[config.mk]
export PLATFORM = sky130hd
export DESIGN_NAME = cmd_irq_unit
export DESIGN_NICKNAME = d
export VERILOG_FILES = /design/src/rtl/cmd_irq_pkg.sv /design/src/rtl/cmd_slot_fifo.sv /design/src/rtl/irq_holdoff.sv /design/src/rtl/cmd_irq_unit.sv
export SDC_FILE = /design/constraint.sdc
export NUM_CORES = 1
export LEC_CHECK = 0
export CAP_MARGIN = 20
export CORE_ASPECT_RATIO = 0.8
export CORE_MARGIN = 4
export CORE_UTILIZATION = 30
export CTS_BUF_LIST = sky130_fd_sc_hd__clkbuf_8
export DETAILED_ROUTE_END_ITERATION = 6
export GPL_ROUTABILITY_DRIVEN = 0
export GPL_TIMING_DRIVEN = 0
export PLACE_DENSITY = 0.54
export SLEW_MARGIN = 20
export SYNTH_ARGS = -nofsm -noshare
export SYNTH_HDL_FRONTEND = slang
export SYNTH_SLANG_ARGS = --single-unit
[constraint.sdc]
create_clock -name clk_i -period 3 [get_ports clk_i]
set_clock_uncertainty 0.15 [all_clocks]
set_input_delay 0.45 -clock clk_i [delete_from_list [all_inputs] [get_ports clk_i]]
set_output_delay 0.45 -clock clk_i [all_outputs]
set_load 0.02 [all_outputs]
[src/rtl/cmd_irq_pkg.sv]
package cmd_irq_pkg;
  localparam int OPC_W = 4;

  typedef enum logic [OPC_W-1:0] {
    OPC_CLR_FLAGS = 4'h1,
    OPC_DIS_TX    = 4'h2,
    OPC_DIS_RX    = 4'h3,
    OPC_TX_PAGE   = 4'h4,
    OPC_RX_PAGE   = 4'h5,
    OPC_SOFT_RST  = 4'h7
  } opcode_e;

  localparam logic [1:0] SEL_CMD  = 2'd0;
  localparam logic [1:0] SEL_MASK = 2'd1;
  localparam logic [1:0] SEL_CFG  = 2'd2;

  localparam int ST_TA  = 0;
  localparam int ST_TMA = 1;
  localparam int ST_TRI = 2;
  localparam int ST_POR = 4;
  localparam int ST_RI  = 7;
  localparam int CFG_CHAIN = 6;
endpackage

[src/rtl/cmd_slot_fifo.sv]
module cmd_slot_fifo #(
  parameter int DEPTH = 2,
  parameter int W     = 4,
  localparam int CW   = $clog2(DEPTH + 1)
) (
  input  logic          clk_i,
  input  logic          rst_ni,
  input  logic          push_i,
  input  logic [W-1:0]  data_i,
  input  logic          pop_i,
  input  logic          flush_i,
  input  logic [CW-1:0] limit_i,
  output logic          push_ok_o,
  output logic          pop_ok_o,
  output logic          empty_o,
  output logic [W-1:0]  head_o
);
  logic [CW-1:0] count_q, count_n, widx;
  logic [W-1:0]  slot_q [DEPTH];
  logic [W-1:0]  slot_n [DEPTH];

  assign pop_ok_o  = pop_i && !flush_i && (count_q != '0);
  assign push_ok_o = push_i && !flush_i && (count_q < limit_i) &&
                     (count_q < CW'(DEPTH));
  assign empty_o   = (count_q == '0);
  assign head_o    = slot_q[0];
  assign widx      = count_q - CW'(pop_ok_o);

  always_comb begin
    count_n = flush_i ? '0 : count_q + CW'(push_ok_o) - CW'(pop_ok_o);
    for (int i = 0; i < DEPTH; i++) begin
      slot_n[i] = slot_q[i];
      if (pop_ok_o && i < DEPTH - 1) slot_n[i] = slot_q[i+1];
      if (push_ok_o && widx == CW'(i)) slot_n[i] = data_i;
    end
  end

  always_ff @(posedge clk_i or negedge rst_ni) begin
    if (!rst_ni) begin
      count_q <= '0;
      for (int i = 0; i < DEPTH; i++) slot_q[i] <= '0;
    end else begin
      count_q <= count_n;
      if (push_ok_o || pop_ok_o)
        for (int i = 0; i < DEPTH; i++) slot_q[i] <= slot_n[i];
    end
  end
endmodule

[src/rtl/irq_holdoff.sv]
module irq_holdoff #(
  parameter int GAP = 25,
  localparam int GW = $clog2(GAP + 1)
) (
  input  logic clk_i,
  input  logic rst_ni,
  input  logic req_i,
  output logic irq_o
);
  logic          irq_q, irq_n;
  logic [GW-1:0] gap_q, gap_n;

  always_comb begin
    irq_n = irq_q;
    gap_n = gap_q;
    if (irq_q) begin
      if (!req_i) begin
        irq_n = 1'b0;
        gap_n = GW'(GAP);
      end
    end else if (gap_q != '0) begin
      gap_n = gap_q - 1'b1;
    end else begin
      irq_n = req_i;
    end
  end

  always_ff @(posedge clk_i or negedge rst_ni) begin
    if (!rst_ni) begin
      irq_q <= 1'b0;
      gap_q <= '0;
    end else begin
      irq_q <= irq_n;
      gap_q <= gap_n;
    end
  end

  assign irq_o = irq_q;
endmodule

[src/rtl/cmd_irq_unit.sv]
module cmd_irq_unit
  import cmd_irq_pkg::*;
#(
  parameter int CMD_W       = 8,
  parameter int QUEUE_DEPTH = 2,
  parameter int IRQ_GAP     = 25,
  localparam int PAGE_W     = CMD_W - OPC_W,
  localparam int LW         = $clog2(QUEUE_DEPTH + 1)
) (
  input  logic              clk_i,
  input  logic              rst_ni,
  input  logic              wr_en_i,
  input  logic [1:0]        wr_sel_i,
  input  logic [CMD_W-1:0]  wr_data_i,
  input  logic              tx_done_i,
  input  logic              tx_ack_i,
  input  logic              rx_done_i,
  input  logic              rx_busy_i,
  input  logic              token_i,
  input  logic              node_id_zero_i,
  output logic [7:0]        status_o,
  output logic [7:0]        mask_o,
  output logic              chain_o,
  output logic              irq_o,
  output logic              overflow_o,
  output logic              tx_go_o,
  output logic [PAGE_W-1:0] tx_page_o,
  output logic              rx_go_o,
  output logic [PAGE_W-1:0] rx_page_o
);
  logic             cmd_wr, mask_wr, cfg_wr;
  logic [OPC_W-1:0] opc;
  logic [PAGE_W-1:0] page;
  logic             soft_rst, clr_flags, tx_push, rx_push;
  logic             tx_flush, rx_flush;
  logic             tx_push_ok, tx_pop_ok, tx_empty;
  logic             rx_push_ok, rx_pop_ok, rx_empty;
  logic [LW-1:0]    limit;
  logic             irq_req;

  logic       por_q, por_n, tma_q, tma_n, tri_q, tri_n;
  logic       dtx_q, dtx_n, drx_q, drx_n;
  logic       chain_q, chain_n, ovf_q, ovf_n;
  logic [7:0] mask_q, mask_n;

  assign cmd_wr    = wr_en_i && (wr_sel_i == SEL_CMD);
  assign mask_wr   = wr_en_i && (wr_sel_i == SEL_MASK);
  assign cfg_wr    = wr_en_i && (wr_sel_i == SEL_CFG);
  assign opc       = wr_data_i[OPC_W-1:0];
  assign page      = wr_data_i[CMD_W-1:OPC_W];
  assign soft_rst  = cmd_wr && (opc == OPC_SOFT_RST);
  assign clr_flags = cmd_wr && (opc == OPC_CLR_FLAGS);
  assign tx_push   = cmd_wr && (opc == OPC_TX_PAGE);
  assign rx_push   = cmd_wr && (opc == OPC_RX_PAGE);
  assign tx_flush  = soft_rst || (token_i && dtx_q);
  assign rx_flush  = soft_rst || (token_i && drx_q && !rx_busy_i);
  assign limit     = chain_q ? LW'(QUEUE_DEPTH) : LW'(1);

  cmd_slot_fifo #(.DEPTH(QUEUE_DEPTH), .W(PAGE_W)) u_txq (
    .clk_i, .rst_ni, .push_i(tx_push), .data_i(page), .pop_i(tx_done_i),
    .flush_i(tx_flush), .limit_i(limit), .push_ok_o(tx_push_ok),
    .pop_ok_o(tx_pop_ok), .empty_o(tx_empty), .head_o(tx_page_o));

  cmd_slot_fifo #(.DEPTH(QUEUE_DEPTH), .W(PAGE_W)) u_rxq (
    .clk_i, .rst_ni, .push_i(rx_push), .data_i(page), .pop_i(rx_done_i),
    .flush_i(rx_flush), .limit_i(limit), .push_ok_o(rx_push_ok),
    .pop_ok_o(rx_pop_ok), .empty_o(rx_empty), .head_o(rx_page_o));

  always_comb begin
    por_n   = por_q;
    tma_n   = tma_q;
    tri_n   = tri_q;
    dtx_n   = dtx_q;
    drx_n   = drx_q;
    chain_n = chain_q;
    mask_n  = mask_q;
    ovf_n   = ovf_q;

    if (soft_rst || node_id_zero_i) por_n = 1'b1;
    else if (clr_flags)             por_n = 1'b0;

    if (soft_rst)                    tma_n = 1'b0;
    else if (tx_push_ok)             tma_n = 1'b0;
    else if (tx_pop_ok && tx_ack_i)  tma_n = 1'b1;

    if (soft_rst)                    tri_n = 1'b0;
    else if (rx_pop_ok && chain_q)   tri_n = 1'b1;
    else if (clr_flags)              tri_n = 1'b0;

    if (soft_rst)                                 dtx_n = 1'b0;
    else if (cmd_wr && opc == OPC_DIS_TX)         dtx_n = 1'b1;
    else if (token_i)                             dtx_n = 1'b0;

    if (soft_rst)                                 drx_n = 1'b0;
    else if (cmd_wr && opc == OPC_DIS_RX)         drx_n = 1'b1;
    else if (token_i && !rx_busy_i)               drx_n = 1'b0;

    if (cfg_wr)  chain_n = wr_data_i[CFG_CHAIN];
    if (mask_wr) mask_n  = wr_data_i[7:0];

    if ((tx_push && !tx_push_ok && !tx_flush) ||
        (rx_push && !rx_push_ok && !rx_flush))
      ovf_n = 1'b1;
  end

  always_ff @(posedge clk_i or negedge rst_ni) begin
    if (!rst_ni) begin
      por_q   <= 1'b1;
      tma_q   <= 1'b0;
      tri_q   <= 1'b0;
      dtx_q   <= 1'b0;
      drx_q   <= 1'b0;
      chain_q <= 1'b0;
      mask_q  <= '0;
      ovf_q   <= 1'b0;
    end else begin
      por_q   <= por_n;
      tma_q   <= tma_n;
      tri_q   <= tri_n;
      dtx_q   <= dtx_n;
      drx_q   <= drx_n;
      chain_q <= chain_n;
      mask_q  <= mask_n;
      ovf_q   <= ovf_n;
    end
  end

  always_comb begin
    status_o         = '0;
    status_o[ST_TA]  = tx_empty;
    status_o[ST_TMA] = tma_q;
    status_o[ST_TRI] = tri_q;
    status_o[ST_POR] = por_q;
    status_o[ST_RI]  = rx_empty;
  end

  assign irq_req = (status_o[ST_TA] && mask_q[ST_TA]) ||
                   (mask_q[ST_RI] && (chain_q ? tri_q : rx_empty));

  irq_holdoff #(.GAP(IRQ_GAP)) u_irq (
    .clk_i, .rst_ni, .req_i(irq_req), .irq_o(irq_o));

  assign mask_o     = mask_q;
  assign chain_o    = chain_q;
  assign overflow_o = ovf_q;
  assign tx_go_o    = !tx_empty;
  assign rx_go_o    = !rx_empty;
endmodule

; After elaboration in Yosys (flattened, before gate mapping)
; Index checks and enable logic that the tools add are counted.
[word_totals]
output_inout_bits = 29
elab_cells = 135
reg_bits = 41
input_bits = 19
[op_classes]
add_sub_neg = 7
mux = 27
n_eq_ne = 11
n_reduce_logical = 70
order_cmp = 4
[ops]
columns = cell, n
row1 = $logic_and A1 B1 Y1, 35
row2 = $mux W1, 17
row3 = $mux W4, 4
row4 = $mux W5, 3
row5 = $eq A4 B3 Y1 const B, 3
row6 = $reduce_bool A2 Y1, 6
row7 = $reduce_bool A3 Y1, 4
row8 = $logic_not A2 Y1, 5
row9 = $reduce_and A2 Y1, 5
row10 = $eq A4 B2 Y1 const B, 2
row11 = $sub A2 B1 Y2, 4
row12 = $logic_not A1 Y1, 7
row13 = $logic_or A1 B1 Y1, 7
row14 = $eq A2 B1 Y1 const B, 3
row15 = $mux W2, 3
row16 = $reduce_bool A5 Y1, 1
row17 = $sub A5 B1 Y5 const B, 1
row18 = $add A2 B1 Y2, 2
row19 = $eq A4 B1 Y1 const B, 1
row20 = $lt A2 B2 Y1, 2
row21 = $lt A2 B2 Y1 const B, 2
row22 = $eq A2 B2 Y1 const B, 1
row23 = $ne A2 B2 Y1 const B, 1

; Longest topological paths before layout
[depth]
ltp_word = 12
mapped_depth = 9
depth_no_buf = 8

; By module
; From an unflattened synthesis, not the netlist that was laid out.
[hier_totals]
cells_unflattened = 205
area_unflattened_um2 = 2296.0
[by_module_without_submodules]
columns = module, area_per_inst_um2, instances, seq_area_each_um2, cells_each
row1 = cmd_slot_fifo, 584.3, 2, 250.2, 49
row2 = cmd_irq_unit, 820.8, 1, 376.6, 78
row3 = irq_holdoff, 306.5, 1, 150.1, 29

; Least setup slack after synthesis
; Ideal clock, no wire load.
[synth_path]
path_kind = input to register
start = in wr_sel_i[1]
end = reg u_rxq.slot_q[0] in the netlist's numbering
path_stages = 8
arrival_time_ps = 2494
setup_time_ps = 125
t_required_ps = 2725
setup_slack_ps = 232
path_cell_list = or4b_4 o21ai_0 nor3b_1 ha_1 xnor2_1 nand4_1 nor2_1 mux2_2
[synth_between]
elab_chain_cells = 11
[synth_rtl]
columns = item, line_no
row1 = start: declaration, cmd_irq_unit.sv:13  ; input logic [1:0] wr_sel_i,
row2 = $logic_not A2 Y1 *, cmd_irq_unit.sv:46  ; assign cmd_wr = wr_en_i && (wr_sel_i == SEL_CMD);
row3 = $logic_and A1 B1 Y1 *, cmd_irq_unit.sv:46
row4 = $logic_and A1 B1 Y1, cmd_irq_unit.sv:51  ; assign soft_rst = cmd_wr && (opc == OPC_SOFT_RST);
row5 = $logic_or A1 B1 Y1, cmd_irq_unit.sv:56  ; assign rx_flush = soft_rst || (token_i && drx_q && !rx_busy_i);
row6 = $logic_not A1 Y1, "cmd_slot_fifo.sv:22, cmd_slot_fifo.sv:23"
row7 = $logic_and A1 B1 Y1 (2 in a row), cmd_slot_fifo.sv:22  ; assign pop_ok_o = pop_i && !flush_i && (count_q != '0);
row8 = $sub A2 B1 Y2, cmd_slot_fifo.sv:27  ; assign widx = count_q - CW'(pop_ok_o);
row9 = $eq A2 B1 Y1, cmd_slot_fifo.sv:34  ; if (push_ok_o && widx == CW'(i)) slot_n[i] = data_i;
row10 = $logic_and A1 B1 Y1, cmd_slot_fifo.sv:34
row11 = $reduce_and A2 Y1 (no source line) *, n/a
row12 = end: declaration, cmd_slot_fifo.sv:19  ; logic [W-1:0] slot_q [DEPTH];
; Mark *: on every way between the ends. The rest lies on a longest branch, timed or not.
; A chain may end at the register's enable or synchronous reset.

; Worst setup path after layout
[layout_path]
start = in wr_sel_i[1]
end = reg u_rxq.slot_q[2] in the netlist's numbering
; The elaborated chain is that of the path after synthesis.

==> summary.md <==
| Metric | Value |
|---|---|
| Vias in the first global route | `about 1800` |
| Crit path DAT | `2960 ps` |
| Worst rel slew slack | `roughly 46%` |
| Largest cells by area after synthesis | `dfrtp_1 44%, mux2_2 12%, buf_4 5.3%, ha_1 3.3%, inv_1 2.7%` |
| Post-synth EDFFs | `0` |
| Post-Syn Instances | `about 220` |
| Kind of cell adding the most delay to the critical path | `simple AND/OR/NAND/NOR gates` |
| Main synth FF type | `dfrtp_1` |
| Total track usage | `12.19%` |
| Clock sinks | `just over 40` |
| Core Region | `around 7400 um2` |
| First-pass GRT wire length | `just under 9000 um` |
| Area of the multi-input gates | `between 1000 and 1500 um2` |
| Post-route ant nets | `0` |
| Worst path bufs/invs | `1` |
| Period utilisation layout | `a little over nine tenths` |
| WL final | `5130 um` |
| FF-to-FF End | `u_txq.count_q[0]$_DFF_PN0_` |
| Die ar. | `approximately 9000 um2` |
| Final instance area | `3004 um2` |
| Worst-path clk slew | `about 80 ps` |
| Yosys cell types | `47` |
| Die height | `85.69 um` |
| Area added between synthesis and finish | `32.73%` |
| RSZ-0062 raised after global routing | `no` |
| Cells on Worst Hold Path | `1` |
| Most common cell after layout, fill and taps aside | `clkdlybuf4s50_1` |
| CP endpoint kind | `flop` |
| TritonCTS clock tree | `built` |
| # DRC | `0` |
| Initial DRC count | `73` |
| Peak Freq | `0.3413 GHz` |
| Setup TNS | `0 ps` |
| Worst hold path class | `reg -> reg` |
| Final layout net count | `296` |
| Slew at the pin with the worst max-slew slack | `roughly 810 ps` |
| Static Leak | `between 1 and 1.5 nW` |
| Worst reg2reg startpoint | `chain_o$_DFFE_PN0P_` |
| Flip-flop and latch count after synthesis | `41` |
| Worst-Skew Late Latency | `290 ps` |
| Die Wd | `approximately 110 um` |
| Hold Fails Final Rpt | `0` |
| DRT Pass-1 Iters | `4` |
| Antenna diode count | `0` |
| Share of cells above drive strength 1 | `approximately 26%` |
| Yosys top cell area share | `44.22%` |
| Kind of critical path | `in -> reg` |
| Routed vias | `approximately 1800` |
| R2r setup slk | `approximately 500 ps` |
| Hold Crit Start | `overflow_o$_DFFE_PN0P_` |
| Minimum clock period | `2930 ps` |
| CP Max Fanout | `6` |
| Initial Util | `30.77%` |
| Min-Delay Endpoint | `overflow_o$_DFFE_PN0P_` |
| Synth async-reset ratio | `100.0%` |
| Max_cap viols | `0` |
| Antenna violations before repair | `0` |
| Std cell rows | `28` |
| Status | `complete, no violations` |
| Htree depth | `2` |
| Register area | `just over 1000 um2` |
| Data required time of the worst path | `between 3000 and 4000 ps` |
| Cell Pwr Density | `between 600 and 700 nW/um2` |
| Worst VDD drop | `0.3700 mV` |
| PortBufs | `42` |
| I/O pin count | `between 40 and 50` |
| Final Setup Violations | `0` |
| CP max-delay cell | `or4b_4` |
| Cells on worst reg2reg path | `7` |
| Sequential share of the synthesized area | `approximately 45%` |
| Worst path max stage delay | `610 ps` |
| Placed instance area | `between 2000 and 3000 um2` |
| Crit start category | `input pin` |
| Wire length per cell | `~14 um` |
| Worst-path cell chain | `clkdlybuf4s50_1 > or4b_4 > o21ai_4 > nor3b_4 > ha_1 > xnor2_2 > nand4_1 > nor2_4 > mux2_2` |
| CTS Buffer Depth | `2` |
| Most frequent cells in the layout | `41 x clkdlybuf4s50_1, 40 x dfrtp_1, 25 x mux2_2, 17 x buf_4, 16 x inv_1` |
| Post-Synthesis Cell Area | `between 2000 and 2500 um2` |
| Fill cell total of the finished layout | `slightly above 700` |
| TritonCTS Buffers | `5` |
| Dpl cells | `352` |
| Post-route insts no fill | `about 360` |
| Synth area leader | `dfrtp_1` |
| Clock Root Buffer | `clkbuf_8` |
| Slew Limit Fails | `0` |
| Final HPWL DP | `3894 um` |
| Total gr overflow | `0` |
| Largest net degree at the start of global routing | `26` |
| Avg Inst Size Synth | `around 10 um2` |
| Synth warn | `0` |
| Routed vias/inst | `4.895` |
-- report_power, final --
group          leakage (nW)  total [mW]  internal (mW)  switching, mW
combinational         0.774       0.838          0.434          0.404
clock                0.0574       0.462          0.271          0.191
sequential            0.524       0.768          0.674         0.0934
total                  1.36        2.07           1.38          0.688
-- worst max path at each step --
stage                       from                           to  slack [ps]  cells after the start
global placement    wr_data_i[1]  u_rxq.slot_q[0]$_DFFE_PN0P_        -770                      9
floorplan            wr_sel_i[1]  u_rxq.slot_q[0]$_DFFE_PN0P_         230                      8
CTS                  wr_sel_i[1]  u_txq.slot_q[1]$_DFFE_PN0P_          40                      7
finish               wr_sel_i[1]  u_rxq.slot_q[2]$_DFFE_PN0P_          70                      9
detailed placement  wr_data_i[1]  u_rxq.slot_q[0]$_DFFE_PN0P_        -760                      9
global route         wr_sel_i[1]  u_rxq.slot_q[0]$_DFFE_PN0P_           2                      9
-- worst reg2reg max path, delay by kind of cell (launching register included) --
family                     cells  cell delay, ps
buffers and inverters          2             230
and+or+nand+nor                3            1050
adders and majority gates      2             460
DFF                            1             500
-- metrics by stage --
step	power [mW]	hold WS (ps)	utilization [%]	setup WS, ps
after detailed placement	1.574	269.6	38.32	-759.1
after CTS	2.072	341.5	40.41	44.97
final	2.067	329.1	40.83	69.69
after floorplan	1.277	4.409	-	231.7
after global placement	1.559	327.4	38.11	-773.4
after global routing	2.223	372.4	40.83	2.356
-- cells by family (layout without fill, tap and decap cells) --
| logic type | after synthesis | after routing | share of synthesized area [%] |
|---|---|---|---|
| compound gates | 38 | 38 | 11.17 |
| xor+xnor | 5 | 5 | 1.935 |
| fa+ha+maj | 6 | 6 | 3.317 |
| buf+inv | 38 | 91 | 9.121 |
| flops | 41 | 41 | 45.38 |
| mux | 26 | 26 | 12.88 |
| other cells | 1 | 3 | 0.1657 |
| simple gates | 62 | 62 | 16.03 |
-- layer usage --
| metal | vias up | GRT usage [%] | routed length (um) |
|---|---|---|---|
| li1 | 860 | - | - |
| met1 | 863 | 17.95 | 2614 |
| met2 | 45 | 17.65 | 2261 |
| met3 | 4 | 2.859 | 209 |
| met4 | 0 | 3.814 | 44 |
| met5 | - | 0 | 0 |
-- cells in the mapped netlist, drive strengths merged, types with 2 or more instances --
master  count
o21ai       9
nor3        9
xor2        2
dfrtp      40
o21a        3
inv        16
a21oi       5
mux2       25
o22ai       2
or2         2
nor4b       2
o21bai      5
nor2       10
buf        17
or3b        2
o31ai       3
nand3      10
a22oi       4
xnor2       3
clkbuf      4
ha          6
a311oi      3
nand2       8
nand3b      5
and3        5
-- final cells by class --
class / count / share of cell area, %
Multi-Input combinational cell: 140 / 36.11
Sequential cell: 41 / 34.19
Timing Repair Buffer: 45 / 15.08
Buffer: 21 / 4.706
Tap cell: 90 / 3.748
Clock buffer: 6 / 2.749
Inverter: 17 / 2.166
Clock inverter: 2 / 1.249
-- repair_timing --
item	in CTS	in global routing
endpoints found under the hold margin	16	0
pin swaps	0	3
setup buffers	0	1
gates resized for setup	6	5
hold buffers	1	0
setup endpoints to repair	9	12
-- flip-flops by register name, indices dropped and copies added (netlist names) --
name,count
u_txq.slot_q,4
u_rxq.slot_q,4
u_irq.irq_o,1
u_txq.count_q,2
u_txq.head_o,4
chain_o,1
tma_q,1
tri_q,1
por_q,1
u_irq.gap_q,5
mask_o,8
dtx_q,1
u_rxq.head_o,4
u_rxq.count_q,2
drx_q,1
overflow_o,1
Power figures use the tool's default switching activity.
